File: src/rtl/lsm_pkg.sv
package lsm_pkg;
  typedef enum logic [1:0] {
    ST_IDLE = 2'd0,
    ST_XFER = 2'd1,
    ST_FIN  = 2'd2
  } lsm_state_e;
endpackage

File: src/rtl/lsm_align_chk.sv
module lsm_align_chk #(
  parameter int ALIGN_BITS = 2
) (
  input  logic [ALIGN_BITS-1:0] ea_lo_i,
  output logic                  misaligned_o
);
  assign misaligned_o = |ea_lo_i;
endmodule

File: src/rtl/lsm_walker.sv
module lsm_walker #(
  parameter int ADDR_W     = 32,
  parameter int REG_W      = 5,
  parameter int ALIGN_BITS = 2
) (
  input  logic              clk_i,
  input  logic              rst_ni,
  input  logic              start_i,
  input  logic [ADDR_W-1:0] ea_i,
  input  logic [REG_W-1:0]  first_i,
  input  logic              step_i,
  output logic [ADDR_W-1:0] addr_o,
  output logic [REG_W-1:0]  idx_o,
  output logic              last_o
);
  localparam logic [ADDR_W-1:0] STEP = ADDR_W'(1) << ALIGN_BITS;

  logic [ADDR_W-1:0] addr_q;
  logic [REG_W-1:0]  idx_q;

  always_ff @(posedge clk_i or negedge rst_ni) begin
    if (!rst_ni) begin
      addr_q <= '0;
      idx_q  <= '0;
    end else if (start_i) begin
      addr_q <= ea_i;
      idx_q  <= first_i;
    end else if (step_i && !last_o) begin
      addr_q <= addr_q + STEP;
      idx_q  <= idx_q + REG_W'(1);
    end
  end

  assign addr_o = addr_q;
  assign idx_o  = idx_q;
  assign last_o = &idx_q;

  assert_walk_step_R3: assert property (@(posedge clk_i) disable iff (!rst_ni)
    (step_i && !last_o && !start_i) |=>
      (addr_o == $past(addr_o) + STEP) && (idx_o == $past(idx_o) + REG_W'(1)));
endmodule

File: src/rtl/lsm_ctrl.sv
module lsm_ctrl
  import lsm_pkg::*;
(
  input  logic clk_i,
  input  logic rst_ni,
  input  logic req_valid_i,
  input  logic misaligned_i,
  input  logic last_i,
  input  logic ack_i,
  output logic ready_o,
  output logic start_o,
  output logic xfer_o,
  output logic step_o,
  output logic done_o,
  output logic err_o
);
  lsm_state_e state_q, state_d;
  logic       err_q, err_d;

  assign ready_o = (state_q == ST_IDLE);
  assign start_o = ready_o && req_valid_i;
  assign xfer_o  = (state_q == ST_XFER);
  assign step_o  = xfer_o && ack_i;

  always_comb begin
    state_d = state_q;
    err_d   = err_q;
    unique case (state_q)
      ST_IDLE: if (start_o) begin
        state_d = misaligned_i ? ST_FIN : ST_XFER;
        err_d   = misaligned_i;
      end
      ST_XFER: if (step_o && last_i) state_d = ST_FIN;
      ST_FIN:  state_d = ST_IDLE;
      default: state_d = ST_IDLE;
    endcase
  end

  always_ff @(posedge clk_i or negedge rst_ni) begin
    if (!rst_ni) begin
      state_q <= ST_IDLE;
      err_q   <= 1'b0;
    end else begin
      state_q <= state_d;
      err_q   <= err_d;
    end
  end

  assign done_o = (state_q == ST_FIN) && !err_q;
  assign err_o  = (state_q == ST_FIN) && err_q;

  assert_err_path_R2: assert property (@(posedge clk_i) disable iff (!rst_ni)
    (start_o && misaligned_i) |=> (err_o && !xfer_o));
  assert_done_pulse_R7: assert property (@(posedge clk_i) disable iff (!rst_ni)
    done_o |=> !done_o);
  assert_end_excl_R7: assert property (@(posedge clk_i) disable iff (!rst_ni)
    $onehot0({done_o, err_o}));
  assert_busy_after_accept_R8: assert property (@(posedge clk_i) disable iff (!rst_ni)
    start_o |=> !ready_o);
endmodule

File: src/rtl/lsm_seq.sv
module lsm_seq #(
  parameter int ADDR_W = 32,
  parameter int DATA_W = 32,
  parameter int REG_W  = 5
) (
  input  logic              clk_i,
  input  logic              rst_ni,
  input  logic              req_valid_i,
  output logic              req_ready_o,
  input  logic              req_store_i,
  input  logic [ADDR_W-1:0] req_ea_i,
  input  logic [REG_W-1:0]  req_first_i,
  input  logic [REG_W-1:0]  req_base_i,
  output logic              mem_req_o,
  output logic              mem_we_o,
  output logic [ADDR_W-1:0] mem_addr_o,
  output logic [DATA_W-1:0] mem_wdata_o,
  input  logic              mem_ack_i,
  input  logic [DATA_W-1:0] mem_rdata_i,
  output logic              rf_we_o,
  output logic [REG_W-1:0]  rf_waddr_o,
  output logic [DATA_W-1:0] rf_wdata_o,
  output logic [REG_W-1:0]  rf_raddr_o,
  input  logic [DATA_W-1:0] rf_rdata_i,
  output logic              done_o,
  output logic              align_err_o
);
  localparam int WORD_BYTES = DATA_W / 8;
  localparam int ALIGN_BITS = $clog2(WORD_BYTES);

  logic              misaligned, start, xfer, step, last;
  logic [REG_W-1:0]  idx;
  logic              store_q;
  logic [ADDR_W-1:0] ea_q;
  logic [REG_W-1:0]  first_q, base_q;

  lsm_align_chk #(.ALIGN_BITS(ALIGN_BITS)) u_align (
    .ea_lo_i      (req_ea_i[ALIGN_BITS-1:0]),
    .misaligned_o (misaligned)
  );

  lsm_ctrl u_ctrl (
    .clk_i        (clk_i),
    .rst_ni       (rst_ni),
    .req_valid_i  (req_valid_i),
    .misaligned_i (misaligned),
    .last_i       (last),
    .ack_i        (mem_ack_i),
    .ready_o      (req_ready_o),
    .start_o      (start),
    .xfer_o       (xfer),
    .step_o       (step),
    .done_o       (done_o),
    .err_o        (align_err_o)
  );

  lsm_walker #(.ADDR_W(ADDR_W), .REG_W(REG_W), .ALIGN_BITS(ALIGN_BITS)) u_walk (
    .clk_i   (clk_i),
    .rst_ni  (rst_ni),
    .start_i (start),
    .ea_i    (req_ea_i),
    .first_i (req_first_i),
    .step_i  (step),
    .addr_o  (mem_addr_o),
    .idx_o   (idx),
    .last_o  (last)
  );

  always_ff @(posedge clk_i or negedge rst_ni) begin
    if (!rst_ni) begin
      store_q <= 1'b0;
      ea_q    <= '0;
      first_q <= '0;
      base_q  <= '0;
    end else if (start) begin
      store_q <= req_store_i;
      ea_q    <= req_ea_i;
      first_q <= req_first_i;
      base_q  <= req_base_i;
    end
  end

  assign mem_req_o   = xfer;
  assign mem_we_o    = xfer && store_q;
  assign mem_wdata_o = rf_rdata_i;
  assign rf_raddr_o  = idx;
  assign rf_waddr_o  = idx;
  assign rf_wdata_o  = mem_rdata_i;
  assign rf_we_o     = xfer && !store_q && mem_ack_i;

  assert_req_hold_R6: assert property (@(posedge clk_i) disable iff (!rst_ni)
    (mem_req_o && !mem_ack_i) |=>
      (mem_req_o && $stable(mem_addr_o) && $stable(mem_we_o)));
  // base register inside the range reads its own slot
  assert_base_slot_R4: assert property (@(posedge clk_i) disable iff (!rst_ni)
    (rf_we_o && (rf_waddr_o == base_q)) |->
      (mem_addr_o == ea_q + (ADDR_W'(base_q - first_q) << ALIGN_BITS)));
  assert_busy_no_ready_R8: assert property (@(posedge clk_i) disable iff (!rst_ni)
    mem_req_o |-> !req_ready_o);
endmodule

File: config.mk
export PLATFORM = sky130hd
export DESIGN_NAME = lsm_seq
export DESIGN_NICKNAME = d
export VERILOG_FILES = /design/src/rtl/lsm_pkg.sv /design/src/rtl/lsm_align_chk.sv /design/src/rtl/lsm_walker.sv /design/src/rtl/lsm_ctrl.sv /design/src/rtl/lsm_seq.sv
export SDC_FILE = /design/constraint.sdc
export NUM_CORES = 1
export LEC_CHECK = 0
export ABC_CLOCK_PERIOD_IN_PS = 6600
export BUFFER_PORTS_ARGS = -buffer_cell sky130_fd_sc_hd__buf_4
export CORE_AREA = 2 2 86 88
export CTS_CLUSTER_SIZE = 20
export DETAILED_ROUTE_END_ITERATION = 6
export DIE_AREA = 0 0 88 90
export GPL_TIMING_DRIVEN = 0
export PLACE_DENSITY = 0.81
export SLEW_MARGIN = 0
export SYNTH_ARGS = -nofsm -noshare
export SYNTH_HDL_FRONTEND = slang
export SYNTH_SLANG_ARGS = --single-unit
export TNS_END_PERCENT = 50
File: constraint.sdc
create_clock -name clk_i -period 6.6 [get_ports clk_i]
set_input_delay 0.99 -clock clk_i [delete_from_list [all_inputs] [get_ports clk_i]]
set_output_delay 0.99 -clock clk_i [all_outputs]
set_load 0.01 [all_outputs]
==> reports/qor.yml, run 1 <==
flow_run:
  maxCapViolations: 0
clocking:
  cts_root_buf: "clkbuf_8"
  path_clk_slew_ns: 0.08
  htreeDepth: 2
  cts_hold_buf: 0
  clock_sinks: 41
  clock_latency_ns: 0.29
  clockBufferDepth: 2
  cts_buffers: 5
  ctsResizeCount: 0
  cts_tree: "yes"
  cts_setup_buffers: 0
global_route:
  grt_usage_pct: 19.1
  grt_pass1_wl_um: 12300
  grt_pass1_vias: 2684
  grt_antenna_before_repair: 0
  grt_max_degree: 42
  grt-ovfl-total: 0
die:
  io_pins: 223
  die_y_um: 90
  core.rowCount: 31
  die_area_sq_um: 7920
  die_w_um: 88
  start_util_pct: 39.2
  core_area_sq_um: 7020
place:
  post-dp-hpwl_um: 6140
  dpl_worst_slack_ns: 3.99
  place_area_sq_um: 4030
  place.gp.congestion: 0.761
  portBuffers: 153
logic_synthesis:
  synth_fp_nets: 427
  ys_seq_area_share_pct: 37.3
  ys_types: 39
  syn-instance-count: 313
  synth_area_per_cell_sq_um: 8.80
  synth_area_sq_um: 2750
  synth_flop_cell: "dfrtp_1"
  synth_seq_cells: 41
  synth.top_cells.by_count: "buf_4 (71), nand2_1 (55), dfrtp_1 (41), xor2_1 (22)"
  synth.most_common_cell: "buf_4"
  yosysTopAreaCellShare_pct: 37.3
  synth_warnings: 0
  async_flop_share_pct: 100
  synth_edf_count: 0
  synth.largest_area_cell: "dfrtp_1"
  synthTopCellsByArea: "dfrtp_1 (37%), buf_4 (19%), nand2_1 (7.5%)"
detailed_routing:
  drc: 0
  dr_wl_met3_um: 609
  viasPerCell: 4.72
  via_count: 2702
  wl_met1_um: 3130
  drt-initial-drc-count: 118
  top_layer_used: "met4"
  routedWlPerCell_um: 13.6
  route.met2.wl_um: 4040
  final_antenna_net_count: 0
  wirelength_um: 7820
  dr.pass1.iters: 4
layout:
  synthToLayoutAreaGrowth_pct: 50.4
  utilization_pct: 59.0
  final_area_sq_um: 4140
  drive_above_1_share_pct: 50.8
  fin_nets: 587
  antenna_cells: 0
setup_path:
  worst_ep_required_time_ns: 6.78
  arrival_ns: 2.84
  critPathBufInv: 0
  criticalPathCategory: "flip-flop to flip-flop"
  cpMostUsedCell: "ha_1"
  startpoint_type: "flip-flop"
  path_cells: "ha_1, and3_1, ha_1, nand4bb_1, nor3_1, nand2_1, xnor2_1, mux2_2"
  cp_slowest_cell: "nor3_1"
  endpoint_kind: "flip-flop"
  slowest_delay_ns: 0.56
  critical_path.top_delay_family: "simple AND/OR/NAND/NOR gates"
  crit_fanout: 5
power:
  peakVddDrop_mv: 0.164
  p_leak_nw: 2.03
  pwr_density_cell_nw_per_um2: 348
sta:
  tightestPinTransition_ns: 0.539
  report.final.slew_viol_count: 0
  setup_tns_ns: 0
  fmax_mhz: 376
  post-route-min-period_ns: 2.66
  hold_violations: 0
  rsz0062_at_grt: "no"
  finalSetupViolations: 0
  whs_ns: 0.501
  setup_ws_ns: 3.94
  fin_crit_sh_pct: 40.3
  fin_skew_ns: 0.00586
  slew_headroom_pct: 64.0
worst_hold_path:
  hold_path.class: "flip-flop to flip-flop"
status:
  outcome: "complete, no violations"
[layer usage]
metal / vias to the layer above / GRT usage, %
li1: 1299 / -
met1: 1271 / 22.9
met2: 128 / 34.7
met3: 4 / 3.95
met4: 0 / 3.46
met5: - / 0
[metrics by stage]
stage	std cells	total power, mW
after floorplan	313	0.869
after global placement	565	1.21
after detailed placement	565	1.24
after CTS	573	1.46
after global routing	573	1.54
final	573	1.44
[worst register-to-register path: stages (launching register included)]
cell       delay (ns)
dfrtp_1          0.46
ha_1             0.24
and3_1           0.15
ha_1             0.21
nand4bb_1        0.39
nor3_1           0.56
nand2_1          0.14
xnor2_1          0.14
mux2_2           0.26
[power by group]
group	internal [mW]	switching, mW
clock	0.123	0.0892
sequential	0.371	0.152
combinational	0.373	0.333
total	0.868	0.574
[layout make-up]
type | count | area (sq um)
plain buffers | 80 | 574
fillers | 630 | 2880
flip-flops and latches | 41 | 1030
well taps | 99 | 124
repair buffers | 153 | 1150
clock buffers | 7 | 86.3
inverters | 1 | 3.75
clock inverters | 1 | 30.0
multi-input cells | 191 | 1150
[registers in the layout, summed over array words and instances, names as in the netlist]
register,flops
store_q,1
u_walk.idx_o,5
u_walk.addr_o,32
u_ctrl.err_q,1
u_ctrl.state_q,2
[path summary, 6_finish.rpt]
check / startpoint / to / slack, ns / cells past startpoint
max in group asynchronous: rst_ni / u_walk.idx_o[3] / 5.55 / 1
min in group asynchronous: rst_ni / u_walk.addr_o[9] / 0.68 / 1
worst max register to register: u_walk.idx_o[0] / u_walk.addr_o[8] / 3.94 / 8
worst min-delay path: u_walk.addr_o[1] / u_walk.addr_o[1] / 0.50 / 2
worst min register to register: u_walk.addr_o[1] / u_walk.addr_o[1] / 0.50 / 2
worst max-delay path: u_walk.idx_o[0] / u_walk.addr_o[8] / 3.94 / 8
[cell families after synthesis]
logic type | share of synthesized area [%]
AO/OA/AOI/OAI | 7.81
XOR/XNOR | 8.90
AND/OR/NAND/NOR | 22.2
buffers and inverters | 21.0
multiplexers | 1.50
adder cells (fa/ha/maj) | 1.36
flip-flops | 37.3
[placed cells by master, fill, tap and decap left out, types with 2 or more instances in the layout]
| cell | netlist | routed |
|---|---|---|
| dfrtp_1 | 41 | 41 |
| and3_1 | 4 | 4 |
| clkbuf_8 | 0 | 6 |
| and2_1 | 6 | 6 |
| o21ai_1 | 15 | 15 |
| a31oi_1 | 2 | 2 |
| mux2i_1 | 3 | 3 |
| ha_1 | 3 | 3 |
| nor2_1 | 10 | 10 |
| nand2_1 | 55 | 55 |
| nand3_1 | 12 | 12 |
| nor4_2 | 2 | 2 |
| o21ai_0 | 15 | 15 |
| a21oi_1 | 3 | 3 |
| xor2_1 | 22 | 22 |
| nor3_2 | 3 | 3 |
| nand4_1 | 11 | 11 |
| clkbuf_1 | 8 | 9 |
| or3_1 | 2 | 2 |
| xnor2_1 | 6 | 6 |
| buf_4 | 71 | 224 |
No activity file was read; power rests on OpenSTA's default activity.
==> run 2: changes to the inputs <==
--- a/config.mk
+++ b/config.mk
@@ -5,7 +5,7 @@
 export SDC_FILE = /design/constraint.sdc
 export NUM_CORES = 1
 export LEC_CHECK = 0
-export ABC_CLOCK_PERIOD_IN_PS = 6600
+export ABC_CLOCK_PERIOD_IN_PS = 2500
 export BUFFER_PORTS_ARGS = -buffer_cell sky130_fd_sc_hd__buf_4
 export CORE_AREA = 2 2 86 88
 export CTS_CLUSTER_SIZE = 20
==> constraint.sdc (replaced) <==
create_clock -name clk_i -period 2.5 [get_ports clk_i]
set_input_delay 0.375 -clock clk_i [delete_from_list [all_inputs] [get_ports clk_i]]
set_output_delay 0.375 -clock clk_i [all_outputs]
set_load 0.01 [all_outputs]
==> reports/qor.yml, run 2 (synthesis gave the netlist of run 1 again) <==
clocking:
  htreeDepth: 2  # unchanged
  clockBufferDepth: 2  # unchanged
  path_clk_slew_ns: 0.08  # about the same
  cts_hold_buf: 0  # unchanged
  clock_latency_ns: 0.29  # about the same
  clock_sinks: 41  # unchanged
  cts_root_buf: "clkbuf_8"
  cts_tree: "yes"
  cts_buffers: 5  # unchanged
die:
  start_util_pct: 39.2  # unchanged
  io_pins: 223  # unchanged
  die_area_sq_um: 7920  # unchanged
  die_y_um: 90  # unchanged
  core.rowCount: 31  # unchanged
  core_area_sq_um: 7020  # unchanged
  die_w_um: 88  # unchanged
setup_path:
  cpMostUsedCell: "ha_1"
  endpoint_kind: "flip-flop"
  slowest_delay_ns: 0.45  # -0.11 ns
  worst_ep_required_time_ns: 2.72  # -4.06 ns
  critPathBufInv: 1  # +1
  arrival_ns: 2.60  # -0.24 ns
  cp_slowest_cell: "dfrtp_2"
  startpoint_type: "flip-flop"
  critical_path.top_delay_family: "simple AND/OR/NAND/NOR gates"
  path_cells: "ha_1, and3_1, ha_1, and4bb_1, buf_6, and4_4, nand3_4, or3_1, a31oi_1"
  crit_fanout: 8  # +3
  r2r_setup_slack_ns: 0.12  # -3.82 ns
  criticalPathCategory: "flip-flop to flip-flop"
layout:
  final_area_sq_um: 4230  # +2.1%
  final_common_cell: "buf_4"
  drive_above_1_share_pct: 52.3  # +1.4 points
  fin_cells: 579  # +1.0%
  antenna_cells: 0  # unchanged
  fill_cells: 625  # -0.79%
  synthToLayoutAreaGrowth_pct: 53.5
  fin_nets: 593  # +1.0%
  final_cell_mix: "buf_4 (229), nand2_1 (55), dfrtp_1 (39), xor2_1 (22)"
  largest_reg_flops: 32  # unchanged
global_route:
  grt_max_degree: 42  # unchanged
  grt_pass1_vias: 2695  # +0.41%
  grt-ovfl-total: 0  # unchanged
  busiest_layer: "met2"
  use_met1_pct: 22.8  # -0.12 points
  grt_pass1_wl_um: 12300  # +0.33%
  use_met3_pct: 4.13  # +0.18 points
  grt_usage_pct: 19.2  # +0.075 points
  grt_use_met2_pct: 34.8  # +0.063 points
  grt_antenna_before_repair: 0  # unchanged
place:
  dpl_worst_slack_ns: -0.105  # -4.10 ns
  place_area_sq_um: 4030  # unchanged
  dp_cells: 565  # unchanged
  portBuffers: 153  # unchanged
  place.gp.congestion: 0.761  # unchanged
  post-dp-hpwl_um: 6140  # unchanged
power:
  comb_power_share_pct: 49.8  # +0.8 points
  pwr-share-seq_pct: 35.8  # -0.4 points
  p_total_mw: 3.88  # +170%
  peakVddDrop_mv: 0.448  # +170%
  p_leak_nw: 2.09  # +2.8%
  switchingPower_mw: 1.54  # +170%
  power.share.switching_pct: 39.8  # about the same
  p_clk_share_pct: 14.4  # -0.4 points
  pwr_density_cell_nw_per_um2: 917  # +160%
  intPower_mw: 2.33  # +170%
sta:
  fin_skew_ns: 0.00649  # +0.000633 ns
  fin_crit_sh_pct: 95.1  # +55 points
  setup_ws_ns: 0.121  # -3.82 ns
  finalSetupViolations: 0  # unchanged
  whs_ns: 0.0632  # -0.437 ns
  hold_violations: 0  # unchanged
  tightestPinTransition_ns: 0.542  # +0.00299 ns
  slew_headroom_pct: 63.8  # -0.20 points
  post-route-min-period_ns: 2.38  # -0.280 ns
  report.final.slew_viol_count: 0  # unchanged
  fmax_mhz: 420  # +12%
detailed_routing:
  dr.pass1.iters: 4  # unchanged
  drt-initial-drc-count: 105  # -11%
  viasPerCell: 4.72  # about the same
  drc: 0  # unchanged
  wirelength_um: 7950  # +1.6%
  final_antenna_net_count: 0  # unchanged
  routedWlPerCell_um: 13.7  # +0.57%
  via_count: 2732  # +1.1%
worst_hold_path:
  hold_path.class: "input pin to async pin"
flow_run:
  maxCapViolations: 0  # unchanged
status:
  outcome: "complete, no violations"
[run 2: final timing paths]
check	startpoint	end	depth (start not counted)
worst max-delay path	u_walk.idx_o[0]	u_walk.addr_o[31]	9
worst min-delay path	rst_ni	u_walk.addr_o[10]	1
worst max register to register	u_walk.idx_o[0]	u_walk.addr_o[31]	9
worst min register to register	u_walk.addr_o[1]	u_walk.addr_o[1]	2
max in group asynchronous	rst_ni	u_walk.idx_o[1]	1
min in group clk_i	req_ea_i[1]	u_walk.addr_o[1]	3
[run 2: stage by stage]
step                      TNS [ns]  utilization, %
after floorplan                  0               -
after global placement     -0.0756            57.4
after detailed placement    -0.118            57.4
after CTS                        0            59.1
after global routing      -0.00857            60.2
final                            0            60.2
[run 2: layout make-up]
type,instances,area (sq um),share of cell area (%)
Clock buffer,7,86.3,2.04
Inverter,1,3.75,0.0888
Clock inverter,1,30.0,0.710
Multi-Input combinational cell,191,1180,28.0
Timing Repair Buffer,159,1190,28.2
Sequential cell,41,1030,24.3
Buffer,80,578,13.7
Tap cell,99,124,2.93
[run 2: per-layer routing]
layer	part of all wire, %	vias to the layer above	routed length, um
met5	0	-	0
met2	52	136	4110
li1	-	1314	-
met1	40	1276	3140
met4	0.63	0	50
met3	8.1	6	643
[run 2: worst reg2reg max path, cell delays in order (launching register included)]
cell      delay (ns)
dfrtp_2         0.45
ha_1            0.22
and3_1          0.15
ha_1            0.23
and4bb_1        0.28
buf_6           0.14
and4_4          0.26
nand3_4         0.10
or3_1           0.33
a31oi_1         0.16
[run 2: power groups by stage]
stage,Clock [mW],Combinational (mW),Sequential [mW]
global placement,0,1.84,1.36
detailed placement,0,1.89,1.38
floorplan,0,0.859,1.43
global route,0.598,2.11,1.43
CTS,0.577,1.90,1.37
finish,0.560,1.93,1.39
[run 2: timing repair]
| item | 4_1_cts | 5_1_grt |
|---|---|---|
| setup endpoints to repair | 4 | 18 |
| pin swaps | 0 | 1 |
| buffers inserted | 0 | 6 |
| gates resized for setup | 1 | 7 |
